**config.mk**
```make
export PLATFORM = sky130hd
export DESIGN_NAME = pcie_bw_filter_counter
export DESIGN_NICKNAME = d
export VERILOG_FILES = /design/src/rtl/bwf_pkg.sv /design/src/rtl/bwf_cfg_check.sv /design/src/rtl/bwf_pkt_filter.sv /design/src/rtl/bwf_accum.sv /design/src/rtl/pcie_bw_filter_counter.sv
export SDC_FILE = /design/constraint.sdc
export NUM_CORES = 1
export LEC_CHECK = 0
export BUFFER_PORTS_ARGS = -buffer_cell sky130_fd_sc_hd__clkbuf_2
export CAP_MARGIN = 0
export CORE_UTILIZATION = 45
export CTS_BUF_LIST = sky130_fd_sc_hd__clkbuf_8
export DETAILED_ROUTE_END_ITERATION = 12
export MAX_ROUTING_LAYER = met4
export PLACE_DENSITY = 0.68
export SYNTH_ARGS = -nofsm -noshare
export SYNTH_HDL_FRONTEND = slang
export SYNTH_SLANG_ARGS = --single-unit
```
**constraint.sdc**
```tcl
create_clock -name clk -period 7.6 [get_ports clk]
set_input_delay 0.38 -clock clk [delete_from_list [all_inputs] [get_ports clk]]
set_output_delay 0.38 -clock clk [all_outputs]
set_load 0.01 [all_outputs]
```
**src/rtl/bwf_pkg.sv**
```systemverilog
package bwf_pkg;
  typedef enum logic [1:0] {
    CLS_BW   = 2'd0,
    CLS_APP  = 2'd1,
    CLS_TXN  = 2'd2,
    CLS_LINK = 2'd3
  } evclass_e;

  // length against 2^exp: mode 0 strictly above, mode 1 strictly below
  function automatic logic trig_match(input logic [31:0] len, input logic [3:0] e,
                                      input logic mode);
    logic [31:0] lim;
    lim = 32'd1 << e;
    return mode ? (len < lim) : (len > lim);
  endfunction

  // length against 2^exp: mode 0 at or above, mode 1 below
  function automatic logic thr_match(input logic [31:0] len, input logic [3:0] e,
                                     input logic mode);
    logic [31:0] lim;
    lim = 32'd1 << e;
    return mode ? (len < lim) : (len >= lim);
  endfunction
endpackage

```
**src/rtl/bwf_cfg_check.sv**
```systemverilog
module bwf_cfg_check #(
  parameter int NPORTS = 16
) (
  input  logic [1:0]        cls_i,
  input  logic              port_en_i,
  input  logic [NPORTS-1:0] port_map_i,
  input  logic              rid_en_i,
  output logic              invalid_o
);
  import bwf_pkg::*;
  logic single_port_cls;
  logic conflict;
  logic bad_single;

  assign single_port_cls = (evclass_e'(cls_i) == CLS_TXN) || (evclass_e'(cls_i) == CLS_LINK);
  assign conflict        = port_en_i && rid_en_i;
  assign bad_single      = single_port_cls && port_en_i && ($countones(port_map_i) != 1);
  assign invalid_o       = conflict || bad_single;
endmodule

```
**src/rtl/bwf_pkt_filter.sv**
```systemverilog
module bwf_pkt_filter #(
  parameter int NPORTS = 16,
  parameter int LEN_W  = 11,
  localparam int PORT_W = $clog2(NPORTS)
) (
  input  logic [1:0]        cls_i,
  input  logic [PORT_W-1:0] port_i,
  input  logic [15:0]       rid_i,
  input  logic [LEN_W-1:0]  len_i,
  input  logic              port_en_i,
  input  logic [NPORTS-1:0] port_map_i,
  input  logic              rid_en_i,
  input  logic [15:0]       rid_cfg_i,
  input  logic              trig_en_i,
  input  logic [3:0]        trig_exp_i,
  input  logic              trig_mode_i,
  input  logic              thr_en_i,
  input  logic [3:0]        thr_exp_i,
  input  logic              thr_mode_i,
  output logic              pass_o,
  output logic              trig_active_o,
  output logic              trig_hit_o
);
  import bwf_pkg::*;
  logic is_bw, port_ok, rid_ok, thr_ok;
  logic [31:0] len32;

  assign len32         = 32'(len_i);
  assign is_bw         = (evclass_e'(cls_i) == CLS_BW);
  assign port_ok       = !port_en_i || port_map_i[port_i];
  assign rid_ok        = !(is_bw && rid_en_i) || (rid_i == rid_cfg_i);
  assign thr_ok        = !(is_bw && thr_en_i) || thr_match(len32, thr_exp_i, thr_mode_i);
  assign pass_o        = port_ok && rid_ok && thr_ok;
  assign trig_active_o = is_bw && trig_en_i;
  assign trig_hit_o    = trig_active_o && trig_match(len32, trig_exp_i, trig_mode_i);
endmodule

```
**src/rtl/bwf_accum.sv**
```systemverilog
module bwf_accum #(
  parameter int LEN_W = 11,
  parameter int CNT_W = 64
) (
  input  logic             clk,
  input  logic             rst_n,
  input  logic             clr_i,
  input  logic             en_i,
  input  logic             invalid_i,
  input  logic             valid_i,
  input  logic             pass_i,
  input  logic             trig_active_i,
  input  logic             trig_hit_i,
  input  logic [LEN_W-1:0] len_i,
  output logic [CNT_W-1:0] count_o,
  output logic             armed_o
);
  logic             live;
  logic             gate_open;
  logic             add_now;
  logic [CNT_W:0]   sum;
  logic [CNT_W-1:0] count_q;
  logic             armed_q;

  assign live      = en_i && !invalid_i && valid_i;
  assign gate_open = armed_q || !trig_active_i || trig_hit_i;
  assign add_now   = live && pass_i && gate_open;
  assign sum       = {1'b0, count_q} + (CNT_W+1)'(len_i);

  always_ff @(posedge clk or negedge rst_n) begin
    if (!rst_n) begin
      count_q <= '0;
      armed_q <= 1'b0;
    end else if (clr_i) begin
      count_q <= '0;
      armed_q <= 1'b0;
    end else begin
      if (live && trig_hit_i) armed_q <= 1'b1;
      if (add_now) count_q <= sum[CNT_W] ? '1 : sum[CNT_W-1:0];
    end
  end

  assign count_o = count_q;
  assign armed_o = armed_q;

  AST_CLEAR_EMPTIES: assert property (@(posedge clk) disable iff (!rst_n)
    clr_i |=> (count_q == '0) && !armed_q);
  AST_ARM_STICKY: assert property (@(posedge clk) disable iff (!rst_n)
    (armed_q && !clr_i) |=> armed_q);
  AST_NO_WRAP: assert property (@(posedge clk) disable iff (!rst_n)
    !clr_i |=> count_q >= $past(count_q));
  AST_INVALID_HOLDS: assert property (@(posedge clk) disable iff (!rst_n)
    (invalid_i && !clr_i) |=> $stable(count_q));
  AST_IDLE_HOLDS: assert property (@(posedge clk) disable iff (!rst_n)
    (!en_i && !clr_i) |=> $stable(count_q) && ($past(armed_q) == armed_q));
endmodule

```
**src/rtl/pcie_bw_filter_counter.sv**
```systemverilog
module pcie_bw_filter_counter #(
  parameter int NPORTS = 16,
  parameter int LEN_W  = 11,
  parameter int CNT_W  = 64,
  localparam int PORT_W = $clog2(NPORTS)
) (
  input  logic              clk,
  input  logic              rst_n,
  input  logic              cnt_en,
  input  logic              cnt_clr,
  input  logic              pkt_valid,
  input  logic [PORT_W-1:0] pkt_port,
  input  logic [15:0]       pkt_rid,
  input  logic [LEN_W-1:0]  pkt_len,
  input  logic [1:0]        cfg_class,
  input  logic              cfg_port_en,
  input  logic [NPORTS-1:0] cfg_port_map,
  input  logic              cfg_rid_en,
  input  logic [15:0]       cfg_rid,
  input  logic              cfg_trig_en,
  input  logic [3:0]        cfg_trig_exp,
  input  logic              cfg_trig_mode,
  input  logic              cfg_thr_en,
  input  logic [3:0]        cfg_thr_exp,
  input  logic              cfg_thr_mode,
  output logic              cfg_invalid,
  output logic              armed,
  output logic [CNT_W-1:0]  count
);
  logic pass_w, trig_active_w, trig_hit_w;

  bwf_cfg_check #(.NPORTS(NPORTS)) u_cfg (
    .cls_i(cfg_class), .port_en_i(cfg_port_en), .port_map_i(cfg_port_map),
    .rid_en_i(cfg_rid_en), .invalid_o(cfg_invalid)
  );

  bwf_pkt_filter #(.NPORTS(NPORTS), .LEN_W(LEN_W)) u_filt (
    .cls_i(cfg_class), .port_i(pkt_port), .rid_i(pkt_rid), .len_i(pkt_len),
    .port_en_i(cfg_port_en), .port_map_i(cfg_port_map), .rid_en_i(cfg_rid_en),
    .rid_cfg_i(cfg_rid), .trig_en_i(cfg_trig_en), .trig_exp_i(cfg_trig_exp),
    .trig_mode_i(cfg_trig_mode), .thr_en_i(cfg_thr_en), .thr_exp_i(cfg_thr_exp),
    .thr_mode_i(cfg_thr_mode), .pass_o(pass_w), .trig_active_o(trig_active_w),
    .trig_hit_o(trig_hit_w)
  );

  bwf_accum #(.LEN_W(LEN_W), .CNT_W(CNT_W)) u_acc (
    .clk(clk), .rst_n(rst_n), .clr_i(cnt_clr), .en_i(cnt_en), .invalid_i(cfg_invalid),
    .valid_i(pkt_valid), .pass_i(pass_w), .trig_active_i(trig_active_w),
    .trig_hit_i(trig_hit_w), .len_i(pkt_len), .count_o(count), .armed_o(armed)
  );

  AST_TRIG_ONLY_BW: assert property (@(posedge clk) disable iff (!rst_n)
    (cfg_class != 2'd0 && !cnt_clr && !$past(cnt_clr)) |=> ($past(armed) == armed));
endmodule

```
======== Yosys cells after proc, flatten, opt, wreduce, memory -nomap -nowiden ========
Index checks and enable logic that the tools add are counted.
word-level totals
  bits in registers ....................... 65
  bits in latches ......................... 0
  RAM bits ................................ 0
  bits in read-only memories .............. 0
  logic and storage cells ................. 67
  memories ................................ 0
cells by class
  add/sub/neg operators ................... 16
  multiply operators ...................... 0
  div/mod/pow operators ................... 0
  $lt $le $gt $ge ......................... 5
  equal/unequal tests ..................... 4
  shift-type cells ........................ 2
  mux-type cells .......................... 9
  bitwise logic cells ..................... 0
  reductions and logical operators ........ 29
operators with widths
  kind                                                        count
  adder 32 bit                                                7
  2-to-1 mux 64 bit                                           3
  adder 64 x 11 -> 65 bit                                     1
  less-than comparator 11 x 32 -> 1 bit                       2
  << shifter 1 x 4 -> 32 bit, first input constant            2
  >= comparator 11 x 32 -> 1 bit                              1
  > comparator 11 x 32 -> 1 bit                               1
  != test 32 x 2 -> 1 bit, second input constant              1
  adder 1 x 1 -> 2 bit                                        8
  == test 16 bit                                              1
  logical AND 1 bit                                           14
  logical OR 1 bit                                            7
  zero test 1 bit                                             5
  less-than comparator 4 x 5 -> 1 bit, second input constant  1
  2-to-1 mux 1 bit                                            5
  binary-select mux 1 bit (select 4 bit)                      1
  == test 2 bit, second input constant                        2
  nonzero test 2 bit                                          2
  zero test 2 bit                                             1

======== Longest topological paths before layout ========
Gate-level depths: netlist of the first run.
  depth in word-level cells ............... 14
  gate-level depth with buffers ........... 20

======== Cells and area by module ========
A second synthesis of the first run with hierarchy kept.
second synthesis, totals
  cells, all modules ...................... 680
  area, all modules ....................... 5778.0 um^2
by module, submodules not included
  module          instances  cells each  area each (um^2)
  bwf_accum       1          500         4331.7
  bwf_pkt_filter  1          136         1053.5
  bwf_cfg_check   1          44          392.9

======== Worst setup path after synthesis of the first run ========
No wires, ideal clock.
  kind .................................... input port to flip-flop
  from .................................... in cfg_port_map[14]
  to ...................................... reg u_acc.count_q[43] (netlist: u_acc.count_o[43])
  library setup time ...................... 0.099 ns
  arrival ................................. 4.933 ns
  data required time ...................... 7.501 ns
  path slack .............................. 2.568 ns
  stages .................................. 18
  buffers on the path ..................... 2
  cells stage by stage .................... ha_1 > inv_1 > fa_1 > fa_1 > fa_1 > inv_1 > fa_1 > ha_1 > fa_1 > nor4b_1 > o21ai_0 > and4b_1 > o2111ai_1 > a211oi_2 > buf_4 > buf_4 > a21oi_1 > a311oi_1
on the way
  cells in the longest elaborated chain, start to end .. 13
  elaborated cells on any way between the ends .. 18
  classes of those cells .................. 4 x add/sub; 1 x eq/ne; 2 x mux; 11 x reduce/logical
ends and longest elaborated chain
  item                                             line                          source
  start, declared                                  pcie_bw_filter_counter.sv:17  input logic [NPORTS-1:0] cfg_port_map,
  adder 1 x 1 -> 2 bit (not written as such)       bwf_cfg_check.sv:17           assign bad_single = single_port_cls && port_en_i && ($countones(port_map_i) != 1);
  adder 32 bit (not written as such) (3 in a row)  bwf_cfg_check.sv:17
  != test 32 x 2 -> 1 bit                          bwf_cfg_check.sv:17
  logical AND 1 bit                                bwf_cfg_check.sv:17
  logical OR 1 bit                                 bwf_cfg_check.sv:18           assign invalid_o = conflict || bad_single;
  zero test 1 bit                                  bwf_accum.sv:25               assign live = en_i && !invalid_i && valid_i;
  logical AND 1 bit (2 in a row)                   bwf_accum.sv:25
  logical AND 1 bit * (2 in a row)                 bwf_accum.sv:27               assign add_now = live && pass_i && gate_open;
  nonzero test 2 bit (no line) *                   n/a
  end signal, assigned                             bwf_accum.sv:39               if (add_now) count_q <= sum[CNT_W] ? '1 : sum[CNT_W-1:0];
  end, declared                                    bwf_accum.sv:22               logic [CNT_W-1:0] count_q;
Every way passes the cells marked *; elsewhere a longest branch is shown, timed or not. The select of a mux whose other input is x is not followed.
A chain may end at the register's enable or synchronous reset.

======== Worst setup path in the final report of the first run ========
  from .................................... in cfg_port_map[14]
  to ...................................... reg u_acc.count_q[18] (netlist: u_acc.count_o[18])
The elaborated chain is that of the path after synthesis.

==> results of run 1 <==
==> area by class of cell <==
| cell class | instances | area (sq um) | share of cell area (%) |
|---|---|---|---|
| clock buffers | 10 | 137.6 | 2.004 |
| multi-input cells | 540 | 3908 | 56.90 |
| clock inverters | 6 | 51.30 | 0.7469 |
| well taps | 172 | 215.2 | 3.134 |
| inverters | 41 | 153.9 | 2.241 |
| flip-flops and latches | 65 | 1627 | 23.68 |
| repair buffers | 153 | 775.7 | 11.30 |
==> flip-flops by register name, indices dropped and copies added (netlist names) <==
name / cells
u_acc.armed_o: 1
u_acc.count_o: 64
==> logic make-up after synthesis <==
group / after synthesis / synth area share, %
xor+xnor: 24 / 3.605
compound gates: 184 / 21.65
fa+ha+maj: 58 / 13.99
flops: 65 / 27.90
mux: 8 / 2.253
buf+inv: 70 / 5.215
simple gates: 266 / 25.39
==> per-stage QoR <==
| step | cell area, sq um | utilization, % | std cells | hold WS [ns] | total power, W |
|---|---|---|---|---|---|
| 4_1_cts | 6868 | 54.42 | 987 | 0.2639 | 0.0009591 |
| 5_1_grt | 6868 | 54.42 | 987 | 0.2881 | 0.001020 |
| 6_report | 6868 | 54.42 | 987 | 0.2259 | 0.0009544 |
| 3_3_place_gp | 6679 | 52.92 | 971 | 0.5183 | 0.0006554 |
| 2_1_floorplan | 5831 | - | 675 | 0.08441 | 0.0005703 |
| 3_5_place_dp | 6679 | 52.92 | 971 | 0.5302 | 0.0006691 |
==> Yosys cell counts, drive strengths merged (2+ instances only) <==
library cell / number / area share (%)
a211oi: 10 / 1.4
o21bai: 2 / 0.26
a31o: 4 / 0.60
nand3: 36 / 3.2
ha: 46 / 9.9
and2: 8 / 0.86
mux2i: 3 / 0.52
a21oi: 54 / 4.7
nor3: 14 / 1.2
a41oi: 5 / 0.75
mux4: 4 / 1.5
nor2: 42 / 2.7
xnor2: 4 / 0.60
o21a: 4 / 0.52
o31ai: 13 / 1.7
nand4: 17 / 2.0
o21ai: 17 / 1.5
o211ai: 10 / 1.3
nand2: 59 / 3.8
a311oi: 29 / 4.4
a31oi: 12 / 1.3
nor4b: 4 / 0.86
nor2b: 18 / 1.9
a2bb2oi: 2 / 0.30
o2111ai: 3 / 0.45
xor2: 20 / 3.0
a22oi: 2 / 0.26
buf: 18 / 1.9
clkbuf: 11 / 0.71
dfrtp: 65 / 28
fa: 12 / 4.1
a21o: 8 / 1.0
o41ai: 2 / 0.30
or3: 2 / 0.21
nor4: 12 / 1.9
inv: 41 / 2.6
or2: 6 / 0.64
a41o: 3 / 0.52
and3: 26 / 2.8
nand3b: 7 / 0.90
and4: 9 / 1.4
==> worst max-delay path: cells and delay by family <==
kind,cells,cell delay (ns)
adder cells (fa/ha/maj),7,2.90
buffers and inverters,4,0.89
AND/OR/NAND/NOR,3,0.89
AO/OA/AOI/OAI,4,0.80
==> report_power, final <==
part | total, W | internal [W] | switching, W | leakage [nW]
registers | 0.000357 | 0.000351 | 0.00000584 | 0.906
logic | 0.000305 | 0.000125 | 0.000180 | 2.24
clock network | 0.000293 | 0.000156 | 0.000137 | 0.110
total | 0.000954 | 0.000632 | 0.000322 | 3.25
==> metal layers <==
| metal | up-vias | GRT usage, % | share of wire [%] |
|---|---|---|---|
| met5 | - | - | 0 |
| met3 | 22 | 3.400 | 5.5 |
| met1 | 2841 | 33.16 | 44 |
| met2 | 235 | 43.02 | 49 |
| li1 | 2823 | - | - |
| met4 | 0 | 7.350 | 1.6 |
==> worst max path at each step <==
stage	start	end	slack [ns]	cells after the start
floorplan	cfg_port_map[14]	u_acc.count_o[43]	2.57	18
global placement	cfg_port_map[14]	u_acc.count_o[53]	1.76	18
detailed placement	cfg_port_map[14]	u_acc.count_o[18]	1.64	18
CTS	cfg_port_map[14]	u_acc.count_o[18]	1.96	18
global route	cfg_port_map[14]	u_acc.count_o[18]	1.58	18
finish	cfg_port_map[14]	u_acc.count_o[18]	1.95	18
==> results_dict.tcl, run 1 <==
set metrics [dict create \
    cp.required_ns 7.84 \
    grt_pass1_vias 5600 \
    crit_arrival_ns 5.89 \
    ys.flop_type "dfrtp_1" \
    antenna_found_initial 0 \
    mostFrequentLayoutCells "148 x clkbuf_2, 65 x dfrtp_1, 58 x nand2_1, 53 x a21oi_1, 46 x ha_1" \
    drive_above_1_share_pct 23.56 \
    vias_per_cell 5.999 \
    antenna_left 0 \
    min_period_ns 5.654 \
    max_freq_mhz 176.9 \
    postCtsHoldBufs 0 \
    cts_max_path_buffers 2 \
    synth-seq-cells 65 \
    peakVddDrop_mv 0.06948 \
    htreeDepth 3 \
    start_kind "input port" \
    yosysUniqueCellTypes 67 \
    slew_violations 0 \
    cts_buffers 9 \
    routed-via-count 5921 \
    rr_startpoint "u_acc.count_o[0]" \
    die-area_sq_um 13420 \
    ios 150 \
    cpMaxStageDelayCell "buf_4" \
    post_cts_resized 0 \
    cp_common_cell "fa_1" \
    root_buffer "clkbuf_8" \
    p_per_area_nw_per_um2 139.0 \
    cts_setup_buffers 0 \
    slew-limit-headroom_pct 36.27 \
    drtPass1Iterations 5 \
    hpwlAfterDp_um 12210 \
    clkSinkCount 65 \
    initial_utilization_pct 46.20 \
    path_max_fanout 86 \
    drc 0 \
    nets 952 \
    setup_ws_ns 1.946 \
    rsz0062_at_grt "false" \
    end_kind "flop" \
    routed_wl_um 16540 \
    clkTransAtPathRegs_ns 0.07 \
    hold_viol_final 0 \
    grt.total_usage_pct 25.95 \
    core_area_sq_um 12620 \
    path_cells "clkbuf_2, ha_1, inv_1, fa_1, fa_1, fa_1, inv_1, fa_1, ha_1, fa_1, nor4b_1, o21ai_0, and4b_1, o2111ai_1, a211oi_4, buf_4, nand4_1, o31ai_1" \
    max_stage_delay_ns 0.69 \
    yosysWarnings 0 \
    portBuffers 149 \
    final_common_cell "clkbuf_2" \
    rows 41 \
    die_w_um 115.8 \
    async_flop_share_pct 100.0 \
    grt_pass1_wl_um 26810 \
    r2r_slack_ns 2.94 \
    area_growth_pct 17.79 \
    r2r_end "u_acc.count_o[28]" \
    post_drt_wl_per_cell_um 16.75 \
    diodes 0 \
    synth-seq-area-share_pct 27.90 \
    setup-tns-final_ns 0 \
    setup_viol 0 \
    synth_edf_count 0 \
    worstRegToRegCells 12 \
    hp-class "in -> async" \
    finClkSkew_ns 0.01027 \
    dp_slack_ns 1.641 \
    worst_pin_slew_ns 0.9549 \
    netlist_area_sq_um 5831 \
    place_congestion 0.8995 \
    grt_max_degree 87 \
    insertion_delay_ns 0.35 \
    worstSetupPathType "in -> reg" \
    postSynthCellCount 675 \
    p_leak_nw 3.251 \
    drtIter0Drc 567 \
    status "finished, final reports clean" \
    cts_tree "built" \
    synth_nets 817 \
    fin_crit_sh_pct 74.39 \
    die_h_um 115.8 \
    avgSynthCellArea_sq_um 8.638 \
    fillers 1206 \
    grt.overflow.total 0 \
    maxCapViolCount 0 \
]
(Power assumes the default switching activity.)
==> run 2, diff against run 1 <==
Clock period 7.6 ns to 5.73 ns, I/O delays scaled along.
==> run 2 against run 1 <==
Effect of this change:
- critical path depth is the same
- largest power group unchanged
- hold slack worse by 0.10 ns
- non-clock buffer count rose by 6
- setup slack got worse by 1.4 ns
- power is 37% higher
==> results_dict.tcl, run 2 (synthesis gave the netlist of run 1 again) <==
set metrics [dict create \
    rsz0062_at_grt "false" \
    setup_viol 0 \
    worst_pin_slew_ns 0.8574 \
    postCtsHoldBufs 0 \
    cts_tree "built" \
    cts_setup_buffers 0 \
    post_drt_wl_per_cell_um 16.73 \
    antenna_left 0 \
    clkTransAtPathRegs_ns 0.08 \
    p_per_area_nw_per_um2 187.8 \
    core_area_sq_um 12620 \
    start_kind "input port" \
    grt.total_usage_pct 26.56 \
    insertion_delay_ns 0.35 \
    diodes 0 \
    nets 958 \
    worstSetupPathType "in -> reg" \
    max_freq_mhz 192.5 \
    final_common_cell "clkbuf_2" \
    grt_max_degree 66 \
    slew_violations 0 \
    grt.overflow.total 0 \
    hold_viol_final 0 \
    antenna_found_initial 0 \
    die_h_um 115.8 \
    rows 41 \
    total_power_w 0.001308 \
    drive_above_1_share_pct 24.48 \
    intPower_w 0.0008746 \
    pwr-share-clk_pct 32.4 \
    place_congestion 0.9089 \
    power_frac_comb_pct 31.4 \
    drtIter0Drc 407 \
    min_period_ns 5.194 \
    area_growth_pct 19.44 \
    end_kind "flop" \
    routed-via-count 5942 \
    grt_pass1_vias 5704 \
    fin_crit_sh_pct 90.64 \
    die_w_um 115.8 \
    p_seq_share_pct 36.2 \
    switching_share_pct 33.14 \
    htreeDepth 3 \
    clkSinkCount 65 \
    routed_wl_um 16610 \
    initial_utilization_pct 46.20 \
    path_max_fanout 15 \
    die-area_sq_um 13420 \
    finClkSkew_ns 0.01341 \
    peakVddDrop_mv 0.09970 \
    ios 150 \
    switchingPower_w 0.0004335 \
    setup-tns-final_ns 0 \
    cts_max_path_buffers 2 \
    fillers 1208 \
    portBuffers 149 \
    p_leak_nw 3.282 \
    drtPass1Iterations 6 \
    post-route-util_pct 55.19 \
    hpwlAfterDp_um 12450 \
    root_buffer "clkbuf_8" \
    vias_per_cell 5.984 \
    slew-limit-headroom_pct 42.84 \
    grt_pass1_wl_um 27430 \
    mostFrequentLayoutCells "148 x clkbuf_2, 65 x dfrtp_1, 58 x nand2_1, 53 x a21oi_1, 46 x ha_1" \
    worstRegToRegCells 11 \
    multiInputGateArea_sq_um 3908 \
    seqCellArea_sq_um 1627 \
    cts_buffers 9 \
    largest_register_ffs 64 \
    drc 0 \
    status "finished, final reports clean" \
    crit_arrival_ns 5.38 \
    post_cts_resized 0 \
    hp-class "in -> async" \
    maxCapViolCount 0 \
    cp.required_ns 5.91 \
]
## run 2: changes by cell type in the layout (fill, tap and decap cells not counted), sizes merged
cell | before | now
buf | 5 | 11
inv | 44 | 41
clkbuf | 158 | 160
clkinvlp | 0 | 2
clkinv | 2 | 1
## run 2: critical path, stage by stage
cell       delay, ns
clkbuf_2        0.10
ha_1            0.27
inv_1           0.05
fa_1            0.45
fa_1            0.51
fa_1            0.55
inv_1           0.06
fa_1            0.47
ha_1            0.24
fa_1            0.42
nor4b_1         0.34
o21ai_0         0.12
and4b_1         0.27
o2111ai_1       0.21
a21o_1          0.41
nor2_1          0.22
buf_4           0.27
a311oi_1        0.13
## run 2: metrics by stage
stage	setup WS, ns	std cells	hold slack (ns)	area (sq um)
floorplan	0.7912	675	-0.009091	5831
detailed placement	0.1877	977	0.5374	6749
global placement	0.3441	977	0.5181	6749
CTS	0.5321	993	0.1587	6964
finish	0.5363	993	0.1238	6964
global route	0.3081	993	0.1935	6964
## run 2: final timing paths
path | from | endpoint | slack [ns]
max reg2reg | u_acc.count_o[0] | u_acc.count_o[44] | 2.16
min | rst_n | u_acc.count_o[51] | 0.12
max | cfg_port_map[15] | u_acc.count_o[54] | 0.54
min in group clk | cfg_trig_en | u_acc.armed_o | 0.32
min reg2reg | u_acc.count_o[51] | u_acc.count_o[51] | 0.55
max in group asynchronous | rst_n | u_acc.count_o[23] | 5.05
## run 2: layout make-up
type | instances | area share (%)
multi-input combinational | 540 | 56.11
sequential | 65 | 23.36
timing repair buffer | 159 | 12.15
tap | 172 | 3.090
clock buffer | 12 | 2.372
inverter | 41 | 2.210
clock inverter | 4 | 0.7186
## run 2: power by group through the flow
stage               Clock, W  Sequential (W)  Combinational [W]
floorplan                  0        0.000484           0.000272
global placement           0        0.000482           0.000395
detailed placement         0        0.000483           0.000413
CTS                 0.000431        0.000474           0.000417
global route        0.000452        0.000474           0.000469
finish              0.000423        0.000474           0.000411
## run 2: layer usage
layer,global-route usage (%),vias to the layer above,share of wire (%)
li1,-,2839,-
met1,34.82,2863,44
met2,43.13,213,49
met3,3.870,27,5.5
met4,6.581,0,1.7
met5,-,-,0
